## config.mk

```make
export PLATFORM = sky130hd
export DESIGN_NAME = pwm_concat_top
export DESIGN_NICKNAME = d
export VERILOG_FILES = /design/src/rtl/pwm_concat_pkg.sv /design/src/rtl/pwm_concat_regs.sv /design/src/rtl/pwm_concat_engine.sv /design/src/rtl/pwm_concat_dp.sv /design/src/rtl/pwm_concat_top.sv
export SDC_FILE = /design/constraint.sdc
export NUM_CORES = 1
export LEC_CHECK = 0
export ABC_AREA = 1
export ABC_CLOCK_PERIOD_IN_PS = 3700
export BUFFER_PORTS_ARGS = -buffer_cell sky130_fd_sc_hd__buf_2
export CAP_MARGIN = 10
export CORE_MARGIN = 2
export CORE_UTILIZATION = 25
export DETAILED_ROUTE_END_ITERATION = 8
export PLACE_DENSITY_LB_ADDON = 0.1
export SYNTH_ARGS = -nofsm -noshare
export SYNTH_HDL_FRONTEND = slang
export SYNTH_SLANG_ARGS = --single-unit
```

## constraint.sdc

```tcl
create_clock -name clk -period 3.7 [get_ports clk]
set_input_delay 0.185 -clock clk [delete_from_list [all_inputs] [get_ports clk]]
set_output_delay 0.185 -clock clk [all_outputs]
set_load 0.01 [all_outputs]
```

## src/rtl/pwm_concat_pkg.sv

```systemverilog
package pwm_concat_pkg;
  localparam int CH_NUM   = 8;
  localparam int CH_W     = 8;
  localparam int PAIR_NUM = CH_NUM / 2;
  localparam int ADDR_W   = 5;
  localparam int IDX_W    = $clog2(CH_NUM);

  localparam logic [ADDR_W-1:0] ADDR_DUTY0 = ADDR_W'(CH_NUM);
  localparam logic [ADDR_W-1:0] ADDR_EN    = ADDR_W'(2 * CH_NUM);
  localparam logic [ADDR_W-1:0] ADDR_INV   = ADDR_W'(2 * CH_NUM + 1);
  localparam logic [ADDR_W-1:0] ADDR_CTR   = ADDR_W'(2 * CH_NUM + 2);
  localparam logic [ADDR_W-1:0] ADDR_JOIN  = ADDR_W'(2 * CH_NUM + 3);

  typedef struct packed {
    logic [CH_NUM-1:0]   enable;
    logic [CH_NUM-1:0]   invert;
    logic [CH_NUM-1:0]   center;
    logic [CH_NUM-1:0]   restart;
    logic [PAIR_NUM-1:0] joined;
  } pwmCtrl_t;
endpackage

```

## src/rtl/pwm_concat_regs.sv

```systemverilog
module pwm_concat_regs
  import pwm_concat_pkg::*;
(
  input  logic                             clk,
  input  logic                             rstN,
  input  logic                             wrEn,
  input  logic [ADDR_W-1:0]                wrAddr,
  input  logic [CH_W-1:0]                  wrData,
  output pwmCtrl_t                         ctrlBus,
  output logic [CH_NUM-1:0][CH_W-1:0]      perArr,
  output logic [CH_NUM-1:0][CH_W-1:0]      dutyArr
);
  logic [CH_NUM-1:0]   enReg, invReg, ctrReg;
  logic [PAIR_NUM-1:0] joinReg;
  logic [IDX_W-1:0]    idx;
  logic                perSel, dutySel;

  assign idx     = wrAddr[IDX_W-1:0];
  assign perSel  = wrEn && (wrAddr < ADDR_DUTY0);
  assign dutySel = wrEn && (wrAddr >= ADDR_DUTY0) && (wrAddr < ADDR_EN);

  always_ff @(posedge clk or negedge rstN) begin
    if (!rstN) begin
      perArr  <= '0;
      dutyArr <= '0;
      enReg   <= '0;
      invReg  <= '0;
      ctrReg  <= '0;
      joinReg <= '0;
    end else begin
      if (perSel)  perArr[idx]  <= wrData;
      if (dutySel) dutyArr[idx] <= wrData;
      if (wrEn && wrAddr == ADDR_EN)   enReg   <= wrData[CH_NUM-1:0];
      if (wrEn && wrAddr == ADDR_INV)  invReg  <= wrData[CH_NUM-1:0];
      if (wrEn && wrAddr == ADDR_CTR)  ctrReg  <= wrData[CH_NUM-1:0];
      if (wrEn && wrAddr == ADDR_JOIN) joinReg <= wrData[PAIR_NUM-1:0];
    end
  end

  // restart strobes: a channel whose counting mode or pairing changes starts over
  always_comb begin
    ctrlBus.enable  = enReg;
    ctrlBus.invert  = invReg;
    ctrlBus.center  = ctrReg;
    ctrlBus.joined  = joinReg;
    ctrlBus.restart = '0;
    if (wrEn && wrAddr == ADDR_CTR)
      ctrlBus.restart = wrData[CH_NUM-1:0] ^ ctrReg;
    if (wrEn && wrAddr == ADDR_JOIN)
      for (int k = 0; k < PAIR_NUM; k++)
        if (wrData[k] != joinReg[k]) begin
          ctrlBus.restart[2*k]   = 1'b1;
          ctrlBus.restart[2*k+1] = 1'b1;
        end
  end
endmodule

```

## src/rtl/pwm_concat_engine.sv

```systemverilog
module pwm_concat_engine #(
  parameter int W = 8
) (
  input  logic         clk,
  input  logic         rstN,
  input  logic         tick,
  input  logic         restart,
  input  logic         enable,
  input  logic         center,
  input  logic [W-1:0] shPer,
  input  logic [W-1:0] shDuty,
  output logic         active
);
  logic [W-1:0] cnt, curPer, curDuty;
  logic         goingDown;

  always_ff @(posedge clk or negedge rstN) begin
    if (!rstN) begin
      cnt       <= '0;
      goingDown <= 1'b0;
      curPer    <= '0;
      curDuty   <= '0;
    end else if (restart || !enable) begin
      cnt       <= '0;
      goingDown <= 1'b0;
      curPer    <= shPer;
      curDuty   <= shDuty;
    end else if (tick) begin
      if (curPer == '0) begin
        cnt     <= '0;
        curPer  <= shPer;
        curDuty <= shDuty;
      end else if (!center) begin
        if (cnt >= curPer - W'(1)) begin
          cnt     <= '0;
          curPer  <= shPer;
          curDuty <= shDuty;
        end else begin
          cnt <= cnt + W'(1);
        end
      end else if (!goingDown) begin
        cnt <= cnt + W'(1);
        if ((cnt + W'(1)) == curPer) goingDown <= 1'b1;
      end else begin
        cnt <= cnt - W'(1);
        if (cnt == W'(1)) begin
          goingDown <= 1'b0;
          curPer    <= shPer;
          curDuty   <= shDuty;
        end
      end
    end
  end

  assign active = enable && (curPer != '0) && (cnt < curDuty);
endmodule

```

## src/rtl/pwm_concat_dp.sv

```systemverilog
module pwm_concat_dp
  import pwm_concat_pkg::*;
(
  input  logic                        clk,
  input  logic                        rstN,
  input  logic                        tick,
  input  pwmCtrl_t                    ctrlBus,
  input  logic [CH_NUM-1:0][CH_W-1:0] perArr,
  input  logic [CH_NUM-1:0][CH_W-1:0] dutyArr,
  output logic [CH_NUM-1:0]           pwmOut
);
  for (genvar k = 0; k < PAIR_NUM; k++) begin : g_pair
    localparam int LO = 2 * k;
    localparam int HI = 2 * k + 1;
    logic             loActive, hiActive;
    logic [2*CH_W-1:0] hiPer, hiDuty;

    assign hiPer  = ctrlBus.joined[k] ? {perArr[HI], perArr[LO]}   : {{CH_W{1'b0}}, perArr[HI]};
    assign hiDuty = ctrlBus.joined[k] ? {dutyArr[HI], dutyArr[LO]} : {{CH_W{1'b0}}, dutyArr[HI]};

    pwm_concat_engine #(.W(CH_W)) lo_i (
      .clk    (clk),
      .rstN   (rstN),
      .tick   (tick),
      .restart(ctrlBus.restart[LO]),
      .enable (ctrlBus.enable[LO] && !ctrlBus.joined[k]),
      .center (ctrlBus.center[LO]),
      .shPer  (perArr[LO]),
      .shDuty (dutyArr[LO]),
      .active (loActive)
    );

    pwm_concat_engine #(.W(2 * CH_W)) hi_i (
      .clk    (clk),
      .rstN   (rstN),
      .tick   (tick),
      .restart(ctrlBus.restart[HI]),
      .enable (ctrlBus.enable[HI]),
      .center (ctrlBus.center[HI]),
      .shPer  (hiPer),
      .shDuty (hiDuty),
      .active (hiActive)
    );

    assign pwmOut[LO] = loActive ^ ctrlBus.invert[LO];
    assign pwmOut[HI] = hiActive ^ ctrlBus.invert[HI];
  end
endmodule

```

## src/rtl/pwm_concat_top.sv

```systemverilog
module pwm_concat_top
  import pwm_concat_pkg::*;
(
  input  logic        clk,
  input  logic        rstN,
  input  logic        tick,
  input  logic        wrEn,
  input  logic [4:0]  wrAddr,
  input  logic [7:0]  wrData,
  output logic [7:0]  pwmOut
);
  pwmCtrl_t                    ctrlBus;
  logic [CH_NUM-1:0][CH_W-1:0] perArr, dutyArr;

  pwm_concat_regs regs_i (
    .clk    (clk),
    .rstN   (rstN),
    .wrEn   (wrEn),
    .wrAddr (wrAddr),
    .wrData (wrData),
    .ctrlBus(ctrlBus),
    .perArr (perArr),
    .dutyArr(dutyArr)
  );

  pwm_concat_dp dp_i (
    .clk    (clk),
    .rstN   (rstN),
    .tick   (tick),
    .ctrlBus(ctrlBus),
    .perArr (perArr),
    .dutyArr(dutyArr),
    .pwmOut (pwmOut)
  );
endmodule

```

### Word-level counts from Yosys, hierarchy flattened

Cells that the tools add are included.
Widths: inputs -> output; s select.

* register bits: 452
* output and inout bits: 8
* logic and storage cells: 492

* $add $sub $neg: 24
* $lt $le $gt $ge: 21
* eq/ne operators: 48
* mux-type cells: 234
* bitwise operators: 9
* reduce and logical (&&, ||, !) cells: 104

Operator list (number)
* $mux 16: 88
* $mux 8: 83
* $bwmux 64: 2
* $sub 16x1->16 const B: 8
* $add 16x1->16 const B: 4
* $eq 16x1->1 const B: 4
* $eq 16x16->1: 4
* $ge 16x16->1: 4
* $logic_not 16->1: 4
* $lt 16x16->1: 4
* $ne 4x1->1 const B: 16
* $reduce_bool 16->1: 4
* $sub 8x1->8 const B: 8
* $mux 1: 56
* $add 8x1->8 const B: 4
* $eq 8x1->1 const B: 4
* $eq 8x8->1: 4
* $ge 8x8->1: 4
* $logic_not 8->1: 4
* $lt 8x8->1: 4
* $reduce_and 4->1: 8
* $reduce_bool 2->1: 16
* $reduce_bool 4->1: 8
* $reduce_bool 8->1: 4
* other kinds (16): 91

### Logic depth before layout (Yosys ltp)

* word-level depth: 8
* depth in mapped cells: 24

### By module

A second synthesis with hierarchy kept.

* cell total of the unflattened synthesis: 5003
* area total of the unflattened synthesis: 34162.8 µm²

By module, submodules not included
* pwm_concat_engine at dp_i.g_pair[0].hi_i ...: times used 3, cells an instance 672, area each 4393.0 µm², sequential area each 1226.2 µm²
* pwm_concat_regs: times used 1, cells an instance 750, area each 6289.8 µm², sequential area each 3903.7 µm²
* pwm_concat_engine at dp_i.g_pair[1].hi_i: times used 1, cells an instance 648, area each 4600.7 µm², sequential area each 1226.2 µm²
* pwm_concat_engine at dp_i.g_pair[1].lo_i ...: times used 2, cells an instance 299, area each 2138.3 µm², sequential area each 625.6 µm²
* pwm_concat_engine at dp_i.g_pair[0].lo_i: times used 1, cells an instance 298, area each 2083.2 µm², sequential area each 625.6 µm²
* pwm_concat_engine at dp_i.g_pair[3].lo_i: times used 1, cells an instance 301, area each 2078.2 µm², sequential area each 625.6 µm²
* pwm_concat_dp: times used 1, cells an instance 392, area each 1655.3 µm², sequential area each 0.0 µm²

### Worst setup path before layout

OpenSTA, ideal clock, no wires.

* path type: register -> register
* start point: reg dp_i.g_pair[2].hi_i.curPer[2]
* end point: reg dp_i.g_pair[2].hi_i.cnt[15]
* setup time: 0.083 ns
* arrival: 2.926 ns
* slack: 0.690 ns
* cell stages (with the launch flop): 17
* buffers on the path: 0
* period minus slack after synthesis: 3.010 ns
* cells stage by stage: dfrtp_1 inv_1 nand3_1 nor3_1 nand3_1 nor2_1 inv_1 nor3_1 xor2_1 ha_1 a21oi_1 o21ai_0 a21oi_1 nand2_1 o21ai_1 nand2_1 o21ai_0

* cells in the longest elaborated chain, start to end: 7
* elaborated cells between the ends (all ways): 8
* those cells by class: 1 x add/sub; 1 x order compare; 5 x mux; 1 x reduce/logical

RTL lines
* from (decl): line pwm_concat_engine.sv:14 `logic [W-1:0] cnt, curPer, curDuty;`
* from (signal assigned): line pwm_concat_engine.sv:26 `curPer <= shPer;`
* from (signal assigned): line pwm_concat_engine.sv:31 `curPer <= shPer;`
* from (signal assigned): line pwm_concat_engine.sv:36 `curPer <= shPer;`
* $sub 16x1->16: line pwm_concat_engine.sv:34 `if (cnt >= curPer - W'(1)) begin`
* $ge 16x16->1: line pwm_concat_engine.sv:34
* $mux 16: line pwm_concat_engine.sv:34
* $mux 16: line pwm_concat_engine.sv:33 `end else if (!center) begin`
* $mux 16 (*): line pwm_concat_engine.sv:29 `if (curPer == '0) begin`
* $mux 16 (*): line pwm_concat_engine.sv:28 `end else if (tick) begin`
* $mux 16 (*): line pwm_concat_engine.sv:23 `end else if (restart || !enable) begin`
* to (signal assigned): line pwm_concat_engine.sv:39 `cnt <= cnt + W'(1);`
* to (signal assigned): line pwm_concat_engine.sv:42 `cnt <= cnt + W'(1);`
* to (signal assigned): line pwm_concat_engine.sv:45 `cnt <= cnt - W'(1);`
* to (decl): line pwm_concat_engine.sv:14

Mark *: on every way between the ends. The rest lies on a longest branch, timed or not. The select of a mux whose other input is x is not followed.
A chain may end at the register's enable or synchronous reset.

### Worst setup path after layout

* start point: reg dp_i.g_pair[2].hi_i.curPer[1]
* end point: reg dp_i.g_pair[2].hi_i.curPer[13]

* cells in the longest elaborated chain, start to end: 4
* elaborated cells between the ends (all ways): 10
* those cells by class: 1 x add/sub; 1 x order compare; 2 x eq/ne; 3 x mux; 3 x reduce/logical

RTL lines (line)
* $sub 16x1->16 / $logic_not 16->1 (equally long branches): pwm_concat_engine.sv:34, pwm_concat_engine.sv:29
* $ge 16x16->1 / $mux 16 (equally long branches): pwm_concat_engine.sv:34, pwm_concat_engine.sv:29
* $reduce_bool 4->1 (no source line) / $mux 16 (equally long branches)
* $reduce_and 4->1 (no source line) / $mux 16 (equally long branches)

Parallel ways exist; a longest one is shown, timed or not. The select of a mux whose other input is x is not followed.

==> metrics.csv <==
metric,value,unit
Synth async-reset ratio,100,%
vias in the first global route,27700,
vias per std cell,4.64,
Worst path max stage delay,400,ps
Crit path max-delay family,simple AND/OR/NAND/NOR gates,
final wirelength,108000,microns
TritonCTS Buffers,61,
CP Launch Type,flop,
Slowest cell on crit path,dfrtp_1,
initial antenna violation count,9,
I/O Buffers,24,
outcome,"complete, no violations",
first-pass GRT wire length,169000,microns
Area contributors post-synth,"dfrtp_1 36%, nand2_1 17%, ha_1 8.8%",
gr ovfl total,0,
Yosys warning count,0,
sw frac,40.6,%
worst path arrival time,3970,ps
dpl cell area,0.0334,sq mm
chip height,358,microns
Root Buffer,clkbuf_16,
Tot GR Track Use,16.9,%
"flops & latches, synth",452,
Synth Instances,4419,
cells along the critical path,inv_1 -> nand3_1 -> nor3_1 -> nand3_1 -> nor2_2 -> inv_1 -> nor3_1 -> xor2_1 -> ha_1 -> nand2_1 -> nor2_2 -> nand4_1 -> nor4_2 -> nor2_1 -> nand3_2 -> nand2_4 -> clkbuf_16 -> nand2_1 -> nand2_1,
die extent in x,358,microns
worst setup margin,281,ps
final worst clock skew,26.8,ps
"Slew Viols, Final",0,
Worst-path clk slew,60,ps
DRC Markers,0,
top-count cell post-synth,nand2_1,
Yosys top cell by area,dfrtp_1,
setup TNS,0,ps
Final Setup Violations,0,
gpl congestion,0.817,
sequential cell area fraction in the yosys report,36.1,%
Worst IR Drop VDD,0.412,mV
initial DRC count,1846,
Max-cap violations,0,
"top cells by count, synth","1396 x nand2_1, 487 x inv_1, 452 x dfrtp_1",
Slew headroom,30.8,%
Leakage,17.6,nW
Buf/Inv on CP,3,
Sink Count,452,
drt pass-1 iters,5,
clock network fraction of total power,29.4,%
"Net Count, Synth",4656,
cell mode on critical path,nand2_1,
Worst Hold Class,in2reg,
Min Hold Slack,110,ps
core area,0.124,sq mm
dpl ws,68.6,ps
internal power,12.6,mW
number of enable flip-flop cells after synthesis,0,
post-synth cell types,55,
Flop pwr share,33.7,%
final net count,4677,
via count,28400,
area delta synth->final,14.4,%
Pwr Density,591,mW/mm^2
area occupied by registers,0.0113,sq mm
largest net degree at the start of global routing,92,
CTS tree,yes,
Netlist Area Pre-Place,0.0313,sq mm
routed len/inst,17.7,microns
final number of hold-violating endpoints,0,
Syn Area/Cell,7.09,sq um
post-route clock period utilization,92.4,%
Slew @ Worst Pin,1030,ps
Post-synth top flop,dfrtp_1,
endpoint type of the worst setup path,flop,
Ports,25,
num rows,129,
multi-input logic area,0.0176,sq mm
Worst-Skew Late Latency,680,ps
CP Max Fanout,16,
Filler cells,13700,
Comb pwr share,36.8,%
Fmax,292,MHz
share of the core filled with cells,28.9,%
die area,0.128,sq mm
Max Buffers Root-to-Sink,3,
DPL Wire Length,80900,microns
CP required,4250,ps
Net Sw Power,8.60,mW
layout cell share with drive strength beyond 1,6.30,%
H-tree levels,2,
post-route cell area,0.0358,sq mm
Yosys top cell area share,36.1,%
post-route ant nets,0,
initial core utilization,25.3,%
Final min period,3420,ps
CP Class,reg2reg,
[worst min-delay path: stages]
cell and delay, ps:
buf_2 160, nor4_2 70, buf_4 190, nand2_1 70, o21ai_0 60
[registers in the layout, summed over array words and instances (netlist names)]
register	flops
dp_i.g_pair.hi_i.cnt	64
dp_i.g_pair.hi_i.curDuty	64
dp_i.g_pair.hi_i.curPer	64
regs_i.dutyArr	64
regs_i.perArr	64
dp_i.g_pair.lo_i.cnt	32
dp_i.g_pair.lo_i.curDuty	32
dp_i.g_pair.lo_i.curPer	32
regs_i.ctrReg	8
regs_i.enReg	8
regs_i.invReg	8
dp_i.g_pair.hi_i.goingDown	4
dp_i.g_pair.lo_i.goingDown	4
regs_i.joinReg	4
[what timing repair did]
| action | CTS | global route |
|---|---|---|
| gates resized for setup | 0 | 37 |
| setup buffers | 0 | 1 |
| hold buffers | 10 | 0 |
| hold endpoints to repair | 123 | 0 |
| setup endpoints to repair | 0 | 195 |
[cell families after synthesis]
family	count (synthesis)	share of synthesized area, %
XOR/XNOR	142	4.10
buffers and inverters	642	8.08
adder cells (fa/ha/maj)	220	8.79
AND/OR/NAND/NOR	2327	31.8
multiplexers	8	0.288
AO/OA/AOI/OAI	628	10.9
flip-flops	452	36.1
[stage by stage]
step,power (mW),std cells
final,21.2,6127
after global routing,23.0,6126
after CTS,21.4,6123
after detailed placement,14.9,6001
after global placement,14.9,6001
after floorplan,12.5,4419
[layer usage]
metal	up-vias	track usage, %	share of wire, %
li1	14500	-	-
met1	13400	24.8	51
met2	382	26.6	44
met3	102	1.85	3.2
met4	8	3.63	1.6
met5	-	0	0.048
[layout make-up]
| cell class | instances | share of cell area (%) |
|---|---|---|
| Multi-Input combinational cell | 3325 | 49.0 |
| Sequential cell | 452 | 31.6 |
| Tap cell | 1637 | 5.71 |
| Inverter | 493 | 5.17 |
| Clock buffer | 87 | 5.09 |
| Timing Repair Buffer | 107 | 2.66 |
| Clock inverter | 25 | 0.768 |
| Antenna cell | 1 | 0.00698 |
[worst paths after layout]
kind | startpoint | to | slack, ps | depth (start not counted)
max | dp_i.g_pair[2].hi_i.curPer[1]$_DFFE_PN0P_ | dp_i.g_pair[2].hi_i.curPer[13]$_DFFE_PN0P_ | 280 | 19
min | wrAddr[3] | regs_i.perArr[59]$_DFFE_PN0P_ | 110 | 5
max reg2reg | dp_i.g_pair[2].hi_i.curPer[1]$_DFFE_PN0P_ | dp_i.g_pair[2].hi_i.curPer[13]$_DFFE_PN0P_ | 280 | 19
min reg2reg | dp_i.g_pair[3].hi_i.curDuty[4]$_DFFE_PN0P_ | dp_i.g_pair[3].hi_i.curDuty[4]$_DFFE_PN0P_ | 470 | 2
max in group asynchronous | rstN | dp_i.g_pair[0].lo_i.curDuty[2]$_DFFE_PN0P_ | 2530 | 3
min in group asynchronous | rstN | dp_i.g_pair[2].lo_i.goingDown$_DFFE_PN0P_ | 190 | 2
[cell usage in the layout, fill, tap and decap left out, types with 63 or more instances in the layout]
cell | Yosys | routed
nand2_1 | 1396 | 1395
nor2_1 | 294 | 287
a21oi_1 | 133 | 133
ha_1 | 220 | 219
o21ai_0 | 374 | 374
nand3_1 | 372 | 370
dfrtp_1 | 452 | 452
xor2_1 | 116 | 116
nand4_1 | 79 | 79
nor3_1 | 67 | 63
inv_1 | 487 | 485
clkbuf_16 | 0 | 64
[power groups by stage]
| stage | clock (mW) | combinational, mW | sequential, mW |
|---|---|---|---|
| finish | 6.24 | 7.81 | 7.14 |
| global route | 6.66 | 9.06 | 7.32 |
| CTS | 6.46 | 7.74 | 7.16 |
| detailed placement | 0 | 7.69 | 7.24 |
| global placement | 0 | 7.70 | 7.25 |
| floorplan | 0 | 5.70 | 6.75 |
(Power assumes the default switching activity.)
